`config.mk`:
```
export PLATFORM = sky130hd
export DESIGN_NAME = elementScheduler
export DESIGN_NICKNAME = d
export VERILOG_FILES = /design/src/rtl/elemSchedPkg.sv /design/src/rtl/elemSchedCtrl.sv /design/src/rtl/elemSchedData.sv /design/src/rtl/elementScheduler.sv
export SDC_FILE = /design/constraint.sdc
export NUM_CORES = 1
export LEC_CHECK = 0
export BUFFER_PORTS_ARGS = -buffer_cell sky130_fd_sc_hd__buf_2
export CAP_MARGIN = 40
export CORE_ASPECT_RATIO = 1.4
export CORE_MARGIN = 2
export CORE_UTILIZATION = 41
export CTS_CLUSTER_DIAMETER = 100
export DETAILED_ROUTE_END_ITERATION = 16
export PLACE_DENSITY = 0.57
export SYNTH_ARGS = -nofsm -noshare
export SYNTH_HDL_FRONTEND = slang
export SYNTH_HIERARCHICAL = 1
export SYNTH_SLANG_ARGS = --single-unit
```
`constraint.sdc`:
```
create_clock -name clk -period 5.2 [get_ports clk]
set_clock_uncertainty 0.05 [all_clocks]
set_input_delay 0.26 -clock clk [delete_from_list [all_inputs] [get_ports clk]]
set_output_delay 0.26 -clock clk [all_outputs]
set_load 0.01 [all_outputs]
```
`src/rtl/elemSchedPkg.sv`:
```
package elemSchedPkg;

  localparam int KIND_W = 3;
  localparam int KINDS  = 1 << KIND_W;

  typedef enum logic [KIND_W-1:0] {
    KIND_PKTZ = 3'd0,
    KIND_REGF = 3'd1,
    KIND_ALU  = 3'd2,
    KIND_FPU  = 3'd3,
    KIND_MEM  = 3'd4,
    KIND_CUST = 3'd5
  } elemKind_e;

  // strobes from control to datapath
  typedef struct packed {
    logic tblWr;   // registration write this cycle
    logic lookup;  // a lookup is being searched
    logic ptrAdv;  // lookup served: move rotation, load answer
    logic miss;    // lookup found nothing
  } schedStb_t;

endpackage

```
`src/rtl/elemSchedCtrl.sv`:
```
module elemSchedCtrl
  import elemSchedPkg::*;
(
  input  logic      clk,
  input  logic      rstN,
  input  logic      regWrEn,
  input  logic      reqValid,
  input  logic      hit,
  output schedStb_t stb,
  output logic      rspValid,
  output logic      rspError
);

  always_comb begin
    stb.tblWr  = regWrEn;
    stb.lookup = reqValid;
    stb.ptrAdv = reqValid & hit;
    stb.miss   = reqValid & ~hit;
  end

  always_ff @(posedge clk or negedge rstN) begin
    if (!rstN) begin
      rspValid <= 1'b0;
      rspError <= 1'b0;
    end else begin
      rspValid <= stb.lookup;
      rspError <= stb.miss;
    end
  end

endmodule

```
`src/rtl/elemSchedData.sv`:
```
module elemSchedData
  import elemSchedPkg::*;
#(
  parameter int SLOTS  = 16,
  parameter int NODE_W = 4,
  localparam int IDX_W = $clog2(SLOTS)
) (
  input  logic              clk,
  input  logic              rstN,
  input  schedStb_t         stb,
  input  logic [IDX_W-1:0]  regSlot,
  input  logic              regValid,
  input  logic [NODE_W-1:0] regAddr,
  input  logic [KIND_W-1:0] regKind,
  input  logic [KIND_W-1:0] reqKind,
  output logic              hit,
  output logic [NODE_W-1:0] rspAddr,
  output logic [IDX_W-1:0]  rspSlot
);

  localparam logic [IDX_W-1:0] LAST_SLOT = IDX_W'(SLOTS - 1);

  logic              tblValid [SLOTS];
  logic [NODE_W-1:0] tblAddr  [SLOTS];
  logic [KIND_W-1:0] tblKind  [SLOTS];
  logic [IDX_W-1:0]  ptrQ     [KINDS];

  logic [SLOTS-1:0]  matchVec;
  logic [IDX_W-1:0]  ptrCur;
  logic [IDX_W-1:0]  pickSlot;

  // registration table
  always_ff @(posedge clk or negedge rstN) begin
    if (!rstN) begin
      for (int s = 0; s < SLOTS; s++) begin
        tblValid[s] <= 1'b0;
        tblAddr[s]  <= '0;
        tblKind[s]  <= '0;
      end
    end else if (stb.tblWr && (int'(regSlot) < SLOTS)) begin
      tblValid[regSlot] <= regValid;
      tblAddr[regSlot]  <= regAddr;
      tblKind[regSlot]  <= regKind;
    end
  end

  // which slots could serve this lookup
  for (genvar s = 0; s < SLOTS; s++) begin : gMatch
    assign matchVec[s] = tblValid[s] && (tblKind[s] == reqKind);
  end

  assign ptrCur = ptrQ[reqKind];

  // circular search starting just after the last served slot
  always_comb begin
    logic [IDX_W:0] probe;
    hit      = 1'b0;
    pickSlot = '0;
    for (int k = 1; k <= SLOTS; k++) begin
      probe = (IDX_W+1)'(ptrCur) + (IDX_W+1)'(k);
      if (probe >= (IDX_W+1)'(SLOTS)) probe = probe - (IDX_W+1)'(SLOTS);
      if (!hit && matchVec[probe[IDX_W-1:0]]) begin
        hit      = 1'b1;
        pickSlot = probe[IDX_W-1:0];
      end
    end
  end

  // per-kind rotation positions
  always_ff @(posedge clk or negedge rstN) begin
    if (!rstN) begin
      for (int t = 0; t < KINDS; t++) ptrQ[t] <= LAST_SLOT;
    end else if (stb.ptrAdv) begin
      ptrQ[reqKind] <= pickSlot;
    end
  end

  // answer register
  always_ff @(posedge clk or negedge rstN) begin
    if (!rstN) begin
      rspAddr <= '0;
      rspSlot <= '0;
    end else if (stb.ptrAdv) begin
      rspAddr <= tblAddr[pickSlot];
      rspSlot <= pickSlot;
    end else begin
      rspAddr <= '0;
      rspSlot <= '0;
    end
  end


  lone_pick_chk: assert property (@(posedge clk) disable iff (!rstN)
    (stb.lookup && $countones(matchVec) == 1) |-> (hit && matchVec[pickSlot]));


  rotate_moves_chk: assert property (@(posedge clk) disable iff (!rstN)
    (stb.lookup && $countones(matchVec) >= 2) |-> (pickSlot != ptrCur));

  for (genvar t = 0; t < KINDS; t++) begin : gPtrChk

    ptr_hold_chk: assert property (@(posedge clk) disable iff (!rstN)
      !(stb.ptrAdv && reqKind == KIND_W'(t)) |=> $stable(ptrQ[t]));
  end

endmodule

```
`src/rtl/elementScheduler.sv`:
```
module elementScheduler
  import elemSchedPkg::*;
#(
  parameter int SLOTS  = 16,
  parameter int NODE_W = 4,
  localparam int IDX_W = $clog2(SLOTS)
) (
  input  logic              clk,
  input  logic              rstN,
  input  logic              regWrEn,
  input  logic [IDX_W-1:0]  regSlot,
  input  logic              regValid,
  input  logic [NODE_W-1:0] regAddr,
  input  logic [2:0]        regKind,
  input  logic              reqValid,
  input  logic [2:0]        reqKind,
  output logic              rspValid,
  output logic              rspError,
  output logic [NODE_W-1:0] rspAddr,
  output logic [IDX_W-1:0]  rspSlot
);

  schedStb_t stb;
  logic      hit;

  elemSchedCtrl uCtrl (
    .clk      (clk),
    .rstN     (rstN),
    .regWrEn  (regWrEn),
    .reqValid (reqValid),
    .hit      (hit),
    .stb      (stb),
    .rspValid (rspValid),
    .rspError (rspError)
  );

  elemSchedData #(.SLOTS(SLOTS), .NODE_W(NODE_W)) uData (
    .clk      (clk),
    .rstN     (rstN),
    .stb      (stb),
    .regSlot  (regSlot),
    .regValid (regValid),
    .regAddr  (regAddr),
    .regKind  (regKind),
    .reqKind  (reqKind),
    .hit      (hit),
    .rspAddr  (rspAddr),
    .rspSlot  (rspSlot)
  );


  miss_zero_chk: assert property (@(posedge clk) disable iff (!rstN)
    rspError |-> (rspValid && rspAddr == '0 && rspSlot == '0));


  idle_quiet_chk: assert property (@(posedge clk) disable iff (!rstN)
    !rspValid |-> (!rspError && rspAddr == '0 && rspSlot == '0));

endmodule

```
### Word-level counts from Yosys, hierarchy flattened

Cells that the tools add are included.
W data, S select, Z words.

| operators by class | value |
|---|---|
| add/subtract/negate cells | 32 |
| magnitude comparators | 37 |
| equality and inequality tests | 16 |
| multiplexer cells | 100 |
| bitwise gates (word level) | 6 |
| reductions and logical operators | 48 |

Operators by type and width:

| cell | number |
|---|---|
| $mux W4 | 40 |
| $ge A5 B5 Y1 const B | 18 |
| $lt A4 B5 Y1 const B | 16 |
| $bmux W1 S4 | 16 |
| $bwmux W64 | 1 |
| $sub A4 B1 Y4 const B | 16 |
| $bwmux W48 | 1 |
| $eq A3 B3 Y1 | 16 |
| $add A4 B4 Y5 const B | 8 |
| $logic_and A1 B1 Y1 | 33 |
| $mux W1 | 33 |
| $bwmux W32 | 1 |
| $add A4 B3 Y5 const B | 4 |
| $bmux W4 S4 | 1 |
| $bwmux W16 | 1 |
| $demux W4 S4 | 1 |
| $logic_not A1 Y1 | 15 |
| $bmux W4 S3 | 1 |
| $demux W3 S4 | 1 |
| $demux W4 S3 | 1 |
| $add A4 B2 Y5 const B | 2 |
| $not A4 Y5 | 2 |
| $add A4 B1 Y5 const B | 1 |
| $add A4 B5 Y5 const B | 1 |
| 8 further kinds | 9 |

| storage, ports and cells | value |
|---|---|
| bits in registers | 170 |
| bits of input ports | 19 |
| word-level logic and storage cells | 299 |

### Logic depth before layout (Yosys ltp)

Gate-level depths: netlist of run 1.

| depth | value |
|---|---|
| word-level depth | 60 |
| depth in mapped cells | 23 |

### Cells and area by module

Netlist of run 1, hierarchy kept.

Modules (own cells, without submodules):

| module | instances | cells an instance | area each (um^2) | seq. area each (um^2) |
|---|---|---|---|---|
| elemSchedData | 1 | 981 | 10686.5 | 4244.1 |
| elemSchedCtrl | 1 | 6 | 81.3 | 50.0 |

### Worst setup path after synthesis of run 1

Ideal clock, no wire load.

| timing | value |
|---|---|
| path kind | input-to-reg |
| start point | in reqKind[1] |
| end point | reg uData.rspAddr[2] |
| library setup time | 0.124 ns |
| arrival time | 5.314 ns |
| required time | 5.026 ns |
| path slack | -0.288 ns |
| stages on the path | 19 |
| buffers on the path | 4 |
| cells stage by stage | buf_2 -> mux4_2 -> mux2i_2 -> clkbuf_1 -> ha_1 -> clkbuf_1 -> inv_1 -> clkbuf_1 -> mux2i_1 -> mux4_1 -> o211ai_2 -> or4_4 -> nor2_4 -> nand3_1 -> a21o_1 -> o21ai_0 -> nand3_1 -> mux4_2 -> a211o_1 |

| between the ends | value |
|---|---|
| longest elaborated chain between the ends | 60 |
| elaborated cells between the ends (all ways) | 200 |
| those cells by class | 32 x add/sub; 16 x order compare; 16 x eq/ne; 87 x mux; 3 x bitwise; 46 x reduce/logical |

RTL lines:

| item | line | source |
|---|---|---|
| start, declared | elementScheduler.sv:16 | `input logic [2:0] reqKind,` |
| $not A3 Y4 (implied by the code) | elemSchedData.sv:52 | `assign ptrCur = ptrQ[reqKind];` |
| $bmux W4 S3 | elemSchedData.sv:52 |  |
| $mux W4 (implied by the code) (2 in series) | elemSchedData.sv:52 |  |
| $add A4 B1 Y5 | elemSchedData.sv:60 | `probe = (IDX_W+1)'(ptrCur) + (IDX_W+1)'(k);` |
| $sub A4 B1 Y4 or $ge A5 B5 Y1 (tied branches) | elemSchedData.sv:61 | `if (probe >= (IDX_W+1)'(SLOTS)) probe = probe - (IDX_W+1)'(SLOTS);` |
| $mux W4 | elemSchedData.sv:61 |  |
| $bmux W1 S4 | elemSchedData.sv:62 | `if (!hit && matchVec[probe[IDX_W-1:0]]) begin` |
| $mux W1 (implied by the code) | elemSchedData.sv:62 |  |
| [42 not listed] | n/a |  |
| $mux W1 | elemSchedData.sv:62 |  |
| $logic_not A1 Y1 | elemSchedData.sv:62 |  |
| $logic_and A1 B1 Y1 | elemSchedData.sv:62 |  |
| $mux W4 | elemSchedData.sv:62 |  |
| $not A4 Y5 (implied by the code) | elemSchedData.sv:84 | `rspAddr <= tblAddr[pickSlot];` |
| $bmux W4 S4 | elemSchedData.sv:84 |  |
| $mux W4 (implied by the code) (2 in series) | elemSchedData.sv:84 |  |
| $mux W4 (*) | elemSchedData.sv:83 | `end else if (stb.ptrAdv) begin` |
| end signal, assigned | elemSchedData.sv:84 |  |
| end, declared | elemSchedData.sv:17 | `output logic [NODE_W-1:0] rspAddr,` |

Every way passes the cells marked *; elsewhere a longest branch is shown, timed or not. The select of a mux whose other input is x is not followed.
A chain may end at the register's enable or synchronous reset.

### Worst setup path after layout of run 1

| timing | value |
|---|---|
| start point | reg uData/ptrQ[16] in the netlist's numbering |
| end point | reg uData.rspAddr[3] |

| between the ends | value |
|---|---|
| longest elaborated chain between the ends | 59 |
| elaborated cells between the ends (all ways) | 167 |
| those cells by class | 32 x add/sub; 16 x order compare; 87 x mux; 2 x bitwise; 30 x reduce/logical |

RTL lines:

| item | line | source |
|---|---|---|
| start, declared | elemSchedData.sv:26 | `logic [IDX_W-1:0] ptrQ [KINDS];` |
| start signal, assigned by index | elemSchedData.sv:74 | `ptrQ[reqKind] <= pickSlot;` |
| $bmux W4 S3 (*) | elemSchedData.sv:52 |  |
| $mux W4 (implied by the code) (*) (2 in series) | elemSchedData.sv:52 |  |
| $add A4 B1 Y5 | elemSchedData.sv:60 |  |
| $sub A4 B1 Y4 or $ge A5 B5 Y1 (tied branches) | elemSchedData.sv:61 |  |
| $mux W4 | elemSchedData.sv:61 |  |
| $bmux W1 S4 | elemSchedData.sv:62 |  |
| $mux W1 (implied by the code) | elemSchedData.sv:62 |  |
| $mux W1 | elemSchedData.sv:62 |  |
| [41 not listed] | n/a |  |
| $mux W1 | elemSchedData.sv:62 |  |
| $logic_not A1 Y1 | elemSchedData.sv:62 |  |
| $logic_and A1 B1 Y1 | elemSchedData.sv:62 |  |
| $mux W4 | elemSchedData.sv:62 |  |
| $not A4 Y5 (implied by the code) | elemSchedData.sv:84 |  |
| $bmux W4 S4 | elemSchedData.sv:84 |  |
| $mux W4 (implied by the code) (2 in series) | elemSchedData.sv:84 |  |
| $mux W4 (*) | elemSchedData.sv:83 |  |

Marks and branches as above.

==> results of run 1 <==
[state kept, by name (all words and copies together), names as in the netlist]
| name | count |
|---|---|
| uCtrl/rspError | 1 |
| uCtrl/rspValid | 1 |
| uData/ptrQ | 32 |
| uData/rspAddr | 4 |
| uData/rspSlot | 4 |
| uData/tblAddr | 64 |
| uData/tblKind | 48 |
| uData/tblValid | 16 |
[stage by stage]
step                      setup TNS, ns  util, %  instance area, µm²  hold slack, ns
final                                 0     49.8               12900           0.283
after global routing                  0     49.8               12900           0.305
after CTS                             0     49.5               12800           0.285
after detailed placement         -0.261     47.3               12300           0.263
after global placement           -0.231     47.2               12200           0.259
after floorplan                       0        -               10800         -0.0856
[critical path, cell delays in order (launching register included)]
cell      delay [ns]
dfstp_2         0.37
mux4_2          0.49
mux2i_4         0.19
buf_12          0.17
mux2_1          0.37
mux2_2          0.32
mux4_2          0.49
nand2_1         0.19
and4b_1         0.30
buf_4           0.16
a221oi_1        0.36
a22oi_1         0.18
o211ai_2        0.21
buf_12          0.15
buf_4           0.17
buf_4           0.21
a221oi_1        0.09
o21ai_1         0.27
o211ai_1        0.13
[power by group through the flow]
stage,clock network (mW),logic [mW],registers (mW)
final,1.21,6.95,1.99
after global routing,1.28,7.46,2.04
after CTS,1.23,6.85,1.99
after detailed placement,0,6.82,2.01
after global placement,0,6.77,2.00
after floorplan,0,3.94,1.95
[cell usage in the layout (no fill, tap or decap), types with 14 or more instances in the layout]
master / instances
mux2_2: 145
buf_4: 141
dfrtp_1: 138
nand2_1: 56
xnor2_1: 52
nor2_1: 47
o21ai_0: 46
mux2i_1: 40
a21oi_1: 39
dfstp_2: 32
nand4_1: 30
buf_2: 27
a221oi_1: 22
o211ai_1: 22
clkbuf_16: 18
nand3_1: 16
o31ai_1: 15
mux4_2: 14
[timing repair]
action / in CTS / in global routing
gates resized for setup: 1 / 16
hold endpoints to repair: 63 / 0
setup endpoints to repair: 1 / 5
hold buffers: 2 / 0
[metal layers]
metal	share of wire (%)	routed length, µm	track usage [%]	vias up
li1	-	-	-	4023
met1	40	12700	28.2	4354
met2	54	17000	43.2	181
met3	2.5	786	2.76	48
met4	3.3	1040	8.96	0
met5	0	0	0	-
[cell type report]
type / count / area, µm²
fill: 2375 / 13000
multi-input combinational: 743 / 6210
sequential: 170 / 4290
timing repair buffer: 180 / 1410
clock buffer: 21 / 482
tap: 324 / 405
clock inverter: 11 / 77.6
inverter: 8 / 32.5
[worst min-delay path by stage]
| stage | start | end | slack [ns] | cells past startpoint |
|---|---|---|---|---|
| after floorplan | rstN | uCtrl/rspError$_DFF_PN0_ | -0.09 | 0 |
| after global placement | rstN | uData/tblAddr[11]$_DFFE_PN0P_ | 0.26 | 1 |
| after detailed placement | rstN | uData/tblAddr[11]$_DFFE_PN0P_ | 0.26 | 1 |
| after CTS | regAddr[1] | uData/tblAddr[45]$_DFFE_PN0P_ | 0.28 | 2 |
| after global routing | regAddr[0] | uData/tblAddr[8]$_DFFE_PN0P_ | 0.30 | 2 |
| final | regAddr[0] | uData/tblAddr[8]$_DFFE_PN0P_ | 0.28 | 2 |
==> impl_metrics.yaml, run 1 <==
pwr:
  p_sw_mw: 4.51
  p_seq_share_pct: 19.6
  power_density_nw_per_um2: 787
  fin_total_pwr_mw: 10.2
  power_frac_clock_pct: 11.9
  p_leak_nw: 5.32
  intPower_mw: 5.64
  pwr-share-comb_pct: 68.4
  peakVddDrop_v: 0.000415
  p_sw_share_pct: 44.5
cts:
  cts_sinks: 170
  cts_max_path_buffers: 2
  clkTransAtPathRegs_ns: 0.07
  clk_latency_ns: 0.44
  cts_buffers: 17
  cts_tree: "done"
  postCtsSetupBuffers: 0
  cts_root_buf: "clkbuf_16"
  h-tree-depth: 4
timing:
  relSlewSlack_pct: 40.8
  worst_pin_slew_ns: 0.885
  fmax_mhz: 199
  finalSetupViolations: 0
  setup_ws_ns: 0.177
  rsz0062_at_grt: "false"
  period_share_pct: 96.6
  drv_slew: 0
  finalHoldViolations: 0
  period_minus_slack_ns: 5.02
place:
  io_buffers: 28
  pre_cts_slack_ns: -0.126
  dp_cells: 1423
  gp_congestion: 0.957
  hpwlAfterDp_mm: 24.3
floorplan:
  io_pins: 29
  die-area_um2: 27600
  start_util_pct: 41.5
  core_region_area_um2: 25900
  rows: 70
  die_w_um: 141
  die_h_um: 196
synthesis:
  synthCells: 986
  synth_nets: 1012
  ys.warnings.count: 6
  syn_area_um2: 10800
  syn_avg_cell_area_um2: 10.9
global_route:
  antenna_found_initial: 0
  grt_overflow: 0
  grtUsageTotal_pct: 23.6
  grt_max_degree: 74
  grt_pass1_vias: 8875
  grt_pass1_wl_mm: 50.3
route:
  drt_wl_total_mm: 31.5
  ant_nets: 0
  num_vias: 8606
  drt_iter0_drc: 597
  vias_per_cell: 5.91
  avgRoutedWirePerCell_um: 21.6
  detail_route.first_pass.iterations: 6
  drcViolationCount: 0
finish:
  finalNetCount: 1146
  diodes: 0
  syn2layout_area_growth_pct: 20.0
  fin_cells: 1457
  post_route_cells_drive_above_1_share_pct: 40.0
worst_setup_path:
  startpoint: "uData/ptrQ[16]$_DFFE_PN1P_"
  critPathKind: "flop to flop"
  r2r-end: "uData/rspAddr[3]$_DFF_PN0_"
  end_kind: "flop"
  cp.arrival_ns: 5.28
  rr_startpoint: "uData/ptrQ[16]$_DFFE_PN1P_"
  crit_path_max_fanout: 11
  critPathLaunchType: "flop"
  reg2reg_slack_ns: 0.18
  cp.required_ns: 5.46
  reg2reg_depth: 18
  crit_end: "uData/rspAddr[3]$_DFF_PN0_"
job:
  max_cap_violations: 0
outcome:
  status: "finished clean"
hold_path:
  hold_class: "primary input to flop"
No activity file was read; power rests on OpenSTA's default activity.
==> run 2, diff against run 1 <==
CTS_BUF_LIST = sky130_fd_sc_hd__clkbuf_4 sky130_fd_sc_hd__clkbuf_8   (was unset)
==> run 2 against run 1 <==
Final cell count unchanged. Cell area down 1.4%. Clock power down 25%. Sequential power about the same. Power down 3.1%. Global-route usage about the same. Critical path depth unchanged. Critical path type unchanged. Critical endpoint unchanged. Largest cell class unchanged. Highest routed layer unchanged.
==> impl_metrics.yaml, run 2 (synthesized netlist as in run 1, its figures left out) <==
outcome:
  status: "finished clean"
cts:
  postCtsSetupBuffers: 0
  h-tree-depth: 4
  cts_sinks: 170
  cts_max_path_buffers: 2
  cts_root_buf: "clkbuf_8"
  cts_tree: "done"
  cts_buffers: 17
  clk_latency_ns: 0.48
  clkTransAtPathRegs_ns: 0.10
place:
  io_buffers: 28
  gp_congestion: 0.957
  hpwlAfterDp_mm: 24.3
  dp_cells: 1423
global_route:
  grt_overflow: 0
  grtUsageTotal_pct: 23.6
  grt_max_degree: 74
  antenna_found_initial: 0
  grt_pass1_wl_mm: 50.3
  grt_pass1_vias: 8869
timing:
  tns_ns: 0
  period_minus_slack_ns: 5.01
  drv_slew: 0
  rsz0062_at_grt: "false"
  relSlewSlack_pct: 39.0
  finalSetupViolations: 0
  finalHoldViolations: 0
  worst_pin_slew_ns: 0.911
  fmax_mhz: 200
  period_share_pct: 96.4
route:
  avgRoutedWirePerCell_um: 21.6
  num_vias: 8547
  drcViolationCount: 0
  drt_wl_total_mm: 31.4
  drt_iter0_drc: 582
  vias_per_cell: 5.87
  ant_nets: 0
  detail_route.first_pass.iterations: 6
pwr:
  peakVddDrop_v: 0.000443
  p_leak_nw: 5.24
  power_density_nw_per_um2: 773
floorplan:
  core_region_area_um2: 25900
  start_util_pct: 41.5
  die-area_um2: 27600
  io_pins: 29
  die_h_um: 196
  die_w_um: 141
  rows: 70
finish:
  syn2layout_area_growth_pct: 18.3
  diodes: 0
  fin_cells: 1457
  mostFrequentLayoutCells: "mux2_2, buf_4, dfrtp_1, nand2_1, xnor2_1"
  finalNetCount: 1146
  largest_reg_flops: 64
  post_route_cells_drive_above_1_share_pct: 40.1
  top_regs: "uData/tblAddr (64), uData/tblKind (48), uData/ptrQ (32)"
  final_common_cell: "mux2_2"
  largest-register: "uData/tblAddr"
hold_path:
  hold_class: "primary input to flop"
  hold_depth: 2
worst_setup_path:
  end_kind: "flop"
  reg2reg_depth: 18
  critPathLaunchType: "flop"
  critPathKind: "flop to flop"
  cp.arrival_ns: 5.32
  crit_path_max_fanout: 11
  cp.required_ns: 5.51
job:
  max_cap_violations: 0
## run 2: cell types whose count changed in the layout (fill, tap and decap cells not counted), sizes merged
cell | previous run | this run
clkbuf | 21 | 20
bufinv | 0 | 1
## run 2: area by class of cell
class	count	area, µm²
well taps	324	405
multi-input cells	743	6210
flip-flops and latches	170	4290
inverters	8	32.5
fillers	2406	13200
clock inverters	12	108
repair buffers	180	1410
clock buffers	20	269
## run 2: path summary, 6_finish.rpt
check                                           start                       endpoint  slack [ns]
setup / recovery           uData/ptrQ[16]$_DFFE_PN1P_     uData/rspAddr[3]$_DFF_PN0_        0.19
hold / removal                             regAddr[1]  uData/tblAddr[45]$_DFFE_PN0P_        0.24
setup reg to reg           uData/ptrQ[16]$_DFFE_PN1P_     uData/rspAddr[3]$_DFF_PN0_        0.19
hold reg to reg             uData/ptrQ[2]$_DFFE_PN1P_      uData/ptrQ[2]$_DFFE_PN1P_        0.44
max in group asynchronous                        rstN  uData/tblAddr[62]$_DFFE_PN0P_        3.62
min in group asynchronous                        rstN   uData/tblAddr[8]$_DFFE_PN0P_        0.29
## run 2: per-stage QoR
step	hold slack, ns	instance area [µm²]	setup slack [ns]	power [mW]	utilization (%)
6_report	0.237	12700	0.188	9.84	49.1
5_1_grt	0.247	12700	0.00251	10.5	49.1
4_1_cts	0.231	12700	0.0141	9.77	48.8
3_5_place_dp	0.263	12300	-0.126	8.83	47.3
3_3_place_gp	0.259	12200	-0.107	8.78	47.2
2_1_floorplan	-0.0856	10800	0.0244	5.89	-
## run 2: per-layer routing
layer	global-route usage, %	vias to the layer above	part of all wire (%)
met3	3.00	56	2.6
met4	9.48	0	3.8
met1	28.1	4296	40
li1	-	4005	-
met5	0	-	0
met2	42.8	190	53
## run 2: what timing repair did
item,CTS,global route
endpoints found under the hold margin,64,0
hold buffers,2,0
endpoints found under the setup margin,1,6
gates resized for setup,1,16
## run 2: power by group
part	internal, mW	switching (mW)	leakage [nW]
registers	1.76	0.227	2.04
logic	3.20	3.73	3.00
clock network	0.415	0.498	0.205
total	5.38	4.46	5.24
## run 2: worst max-delay path, stage by stage, from the launching register on
cell and delay (ns):
dfstp_2 0.38, mux4_2 0.49, mux2i_4 0.19, buf_12 0.17
mux2_2 0.36, mux2_2 0.33, mux4_2 0.54, o2111a_1 0.16
and4b_1 0.28, buf_4 0.16, a221oi_1 0.36, a22oi_1 0.18
o211ai_2 0.21, buf_12 0.15, buf_4 0.17, buf_4 0.21
a221oi_1 0.08, o21ai_1 0.28, o211ai_1 0.14
==> run 3, diff against run 2 <==
==> constraint.sdc (replaced) <==
create_clock -name clk -period 5.2 [get_ports clk]
set_clock_uncertainty 0.05 [all_clocks]
set_input_delay 0.52 -clock clk [delete_from_list [all_inputs] [get_ports clk]]
set_output_delay 0.52 -clock clk [all_outputs]
set_load 0.01 [all_outputs]
==> run 3 against run 2 <==
Sequential power barely moved. Global-route usage grew 0.35 points. Non-clock buffer count rose by 40. Flip-flop and latch count did not move. Die area stayed put. Clock-buffer cell count is 1 higher. Register-to-register slack is essentially flat. Final cell count increased by 2.7%. Cell area increased by 2.7%. Clock power shrank 0.5%. Via count rose by 1.1%. Setup slack got worse by 0.0071 ns. Critical endpoint unchanged. Largest cell class unchanged.
==> impl_metrics.yaml, run 3 (synthesized netlist as in run 1, its figures left out) <==
outcome:
  status: "finished clean"
pwr:
  peakVddDrop_v: 0.000485
  p_leak_nw: 5.46
  power_density_nw_per_um2: 742
floorplan:
  die_w_um: 141
  start_util_pct: 41.5
  core_region_area_um2: 25900
  die-area_um2: 27600
  io_pins: 29
  rows: 70
  die_h_um: 196
route:
  detail_route.first_pass.iterations: 8
  drcViolationCount: 0
  avgRoutedWirePerCell_um: 21.4
  vias_per_cell: 5.77
  ant_nets: 0
  drt_wl_total_mm: 32.0
  num_vias: 8643
  drt_iter0_drc: 453
timing:
  worst_pin_slew_ns: 0.848
  setup_ws_ns: 0.181
  tns_ns: 0
  drv_slew: 0
  period_minus_slack_ns: 5.02
  rsz0062_at_grt: "false"
  fmax_mhz: 199
  relSlewSlack_pct: 43.3
  period_share_pct: 96.5
  finalSetupViolations: 0
  finalHoldViolations: 0
job:
  max_cap_violations: 0
cts:
  h-tree-depth: 4
  cts_tree: "done"
  cts_buffers: 17
  cts_max_path_buffers: 2
  clkTransAtPathRegs_ns: 0.10
  cts_sinks: 170
  cts_root_buf: "clkbuf_8"
  clk_latency_ns: 0.48
finish:
  final_common_cell: "buf_4"
  top_regs: "uData/tblAddr (64), uData/tblKind (48), uData/ptrQ (32)"
  mostFrequentLayoutCells: "buf_4, mux2_2, dfrtp_1, nand2_1, xnor2_1"
  syn2layout_area_growth_pct: 21.5
  diodes: 0
  fin_cells: 1497
  largest_reg_flops: 64
  fin_area_um2: 13100
  fin_util_pct: 50.4
  post_route_cells_drive_above_1_share_pct: 41.9
  finalNetCount: 1186
  largest-register: "uData/tblAddr"
place:
  pre_cts_slack_ns: -0.211
  dp_cells: 1464
  gp_congestion: 0.956
  hpwlAfterDp_mm: 24.8
  placed_area_um2: 12600
  io_buffers: 28
global_route:
  grtUsageTotal_pct: 23.9
  grt_pass1_wl_mm: 50.7
  antenna_found_initial: 0
  grt_pass1_vias: 8850
  grt_max_degree: 58
  grt_overflow: 0
worst_setup_path:
  cp.arrival_ns: 5.31
  critPathLaunchType: "flop"
  end_kind: "flop"
  reg2reg_depth: 17
  crit_path_max_fanout: 12
  r2r-end: "uData/rspAddr[3]$_DFF_PN0_"
  cp.required_ns: 5.49
  rr_startpoint: "uData/ptrQ[16]$_DFFE_PN1P_"
  reg2reg_slack_ns: 0.18
  critPathKind: "flop to flop"
hold_path:
  hold_depth: 1
  hp-start: "reqValid"
  hold_class: "primary input to flop"
  worstHoldEndpoint: "uCtrl/rspValid$_DFF_PN0_"
## run 3: changes by cell type in the layout (fill, tap and decap cells not counted), moves of 3 or more
cell and change:
buf_4 +38, inv_4 -5, inv_6 +3, mux2i_1 +7
mux2i_2 -6
## run 3: routing by layer
| layer | global-route usage, % | routed length (µm) | up-vias | share of wire [%] |
|---|---|---|---|---|
| met5 | 0 | 0 | - | 0 |
| met4 | 13.4 | 1690 | 0 | 5.3 |
| met3 | 3.49 | 1150 | 78 | 3.6 |
| met2 | 41.2 | 16200 | 224 | 51 |
| met1 | 28.6 | 13000 | 4250 | 41 |
| li1 | - | - | 4091 | - |
## run 3: what timing repair did
| item | 4_1_cts | 5_1_grt |
|---|---|---|
| setup endpoints to repair | 0 | 4 |
| endpoints found under the hold margin | 36 | 0 |
| buffers inserted | 0 | 0 |
| resized for setup | 0 | 6 |
| hold buffers | 1 | 0 |
## run 3: worst max path at each step
stage,start,endpoint,slack (ns),cells after the start
finish,uData/ptrQ[16]$_DFFE_PN1P_,uData/rspAddr[3]$_DFF_PN0_,0.18,17
global route,uData/ptrQ[29]$_DFFE_PN1P_,uData/rspAddr[2]$_DFF_PN0_,0.002,16
CTS,uData/ptrQ[16]$_DFFE_PN1P_,uData/rspAddr[3]$_DFF_PN0_,0.14,17
detailed placement,reqKind[1],uData/rspAddr[3]$_DFF_PN0_,-0.21,19
global placement,reqKind[1],uData/rspAddr[3]$_DFF_PN0_,-0.16,19
floorplan,reqKind[1],uData/rspAddr[2]$_DFF_PN0_,0.007,18
## run 3: report_power, final
group          leakage [nW]  internal, mW  total (mW)  switching (mW)
clock                 0.192         0.389       0.908           0.519
combinational          3.23          3.16        6.81            3.65
sequential             2.04          1.76        1.98           0.222
total                  5.46          5.31        9.70            4.39
## run 3: through the flow
step / total power [mW] / hold WS (ns)
3_3_place_gp: 8.65 / 0.416
3_5_place_dp: 8.68 / 0.401
2_1_floorplan: 5.95 / 0.174
5_1_grt: 10.4 / 0.111
4_1_cts: 9.62 / 0.110
6_report: 9.70 / 0.139
## run 3: final cells by class
cell class / count / area, µm²
sequential: 170 / 4290
tap: 324 / 405
inverter: 8 / 30.0
clock buffer: 21 / 283
multi-input combinational: 743 / 6230
timing repair buffer: 220 / 1740
clock inverter: 11 / 95.1
fill: 2398 / 12800
## run 3: critical path: stages, from the launching register on
cell and delay, ns:
dfstp_2 0.38, mux4_2 0.49, mux2i_4 0.20, buf_4 0.23, mux2_1 0.39, mux2_2 0.32, mux4_2 0.52, o2111a_1 0.18
and4b_2 0.32, buf_4 0.17, and4_1 0.14, a221o_1 0.33, a41oi_4 0.26, buf_4 0.23, a21boi_0 0.21, a221oi_1 0.10
o21ai_1 0.24, o211ai_1 0.13
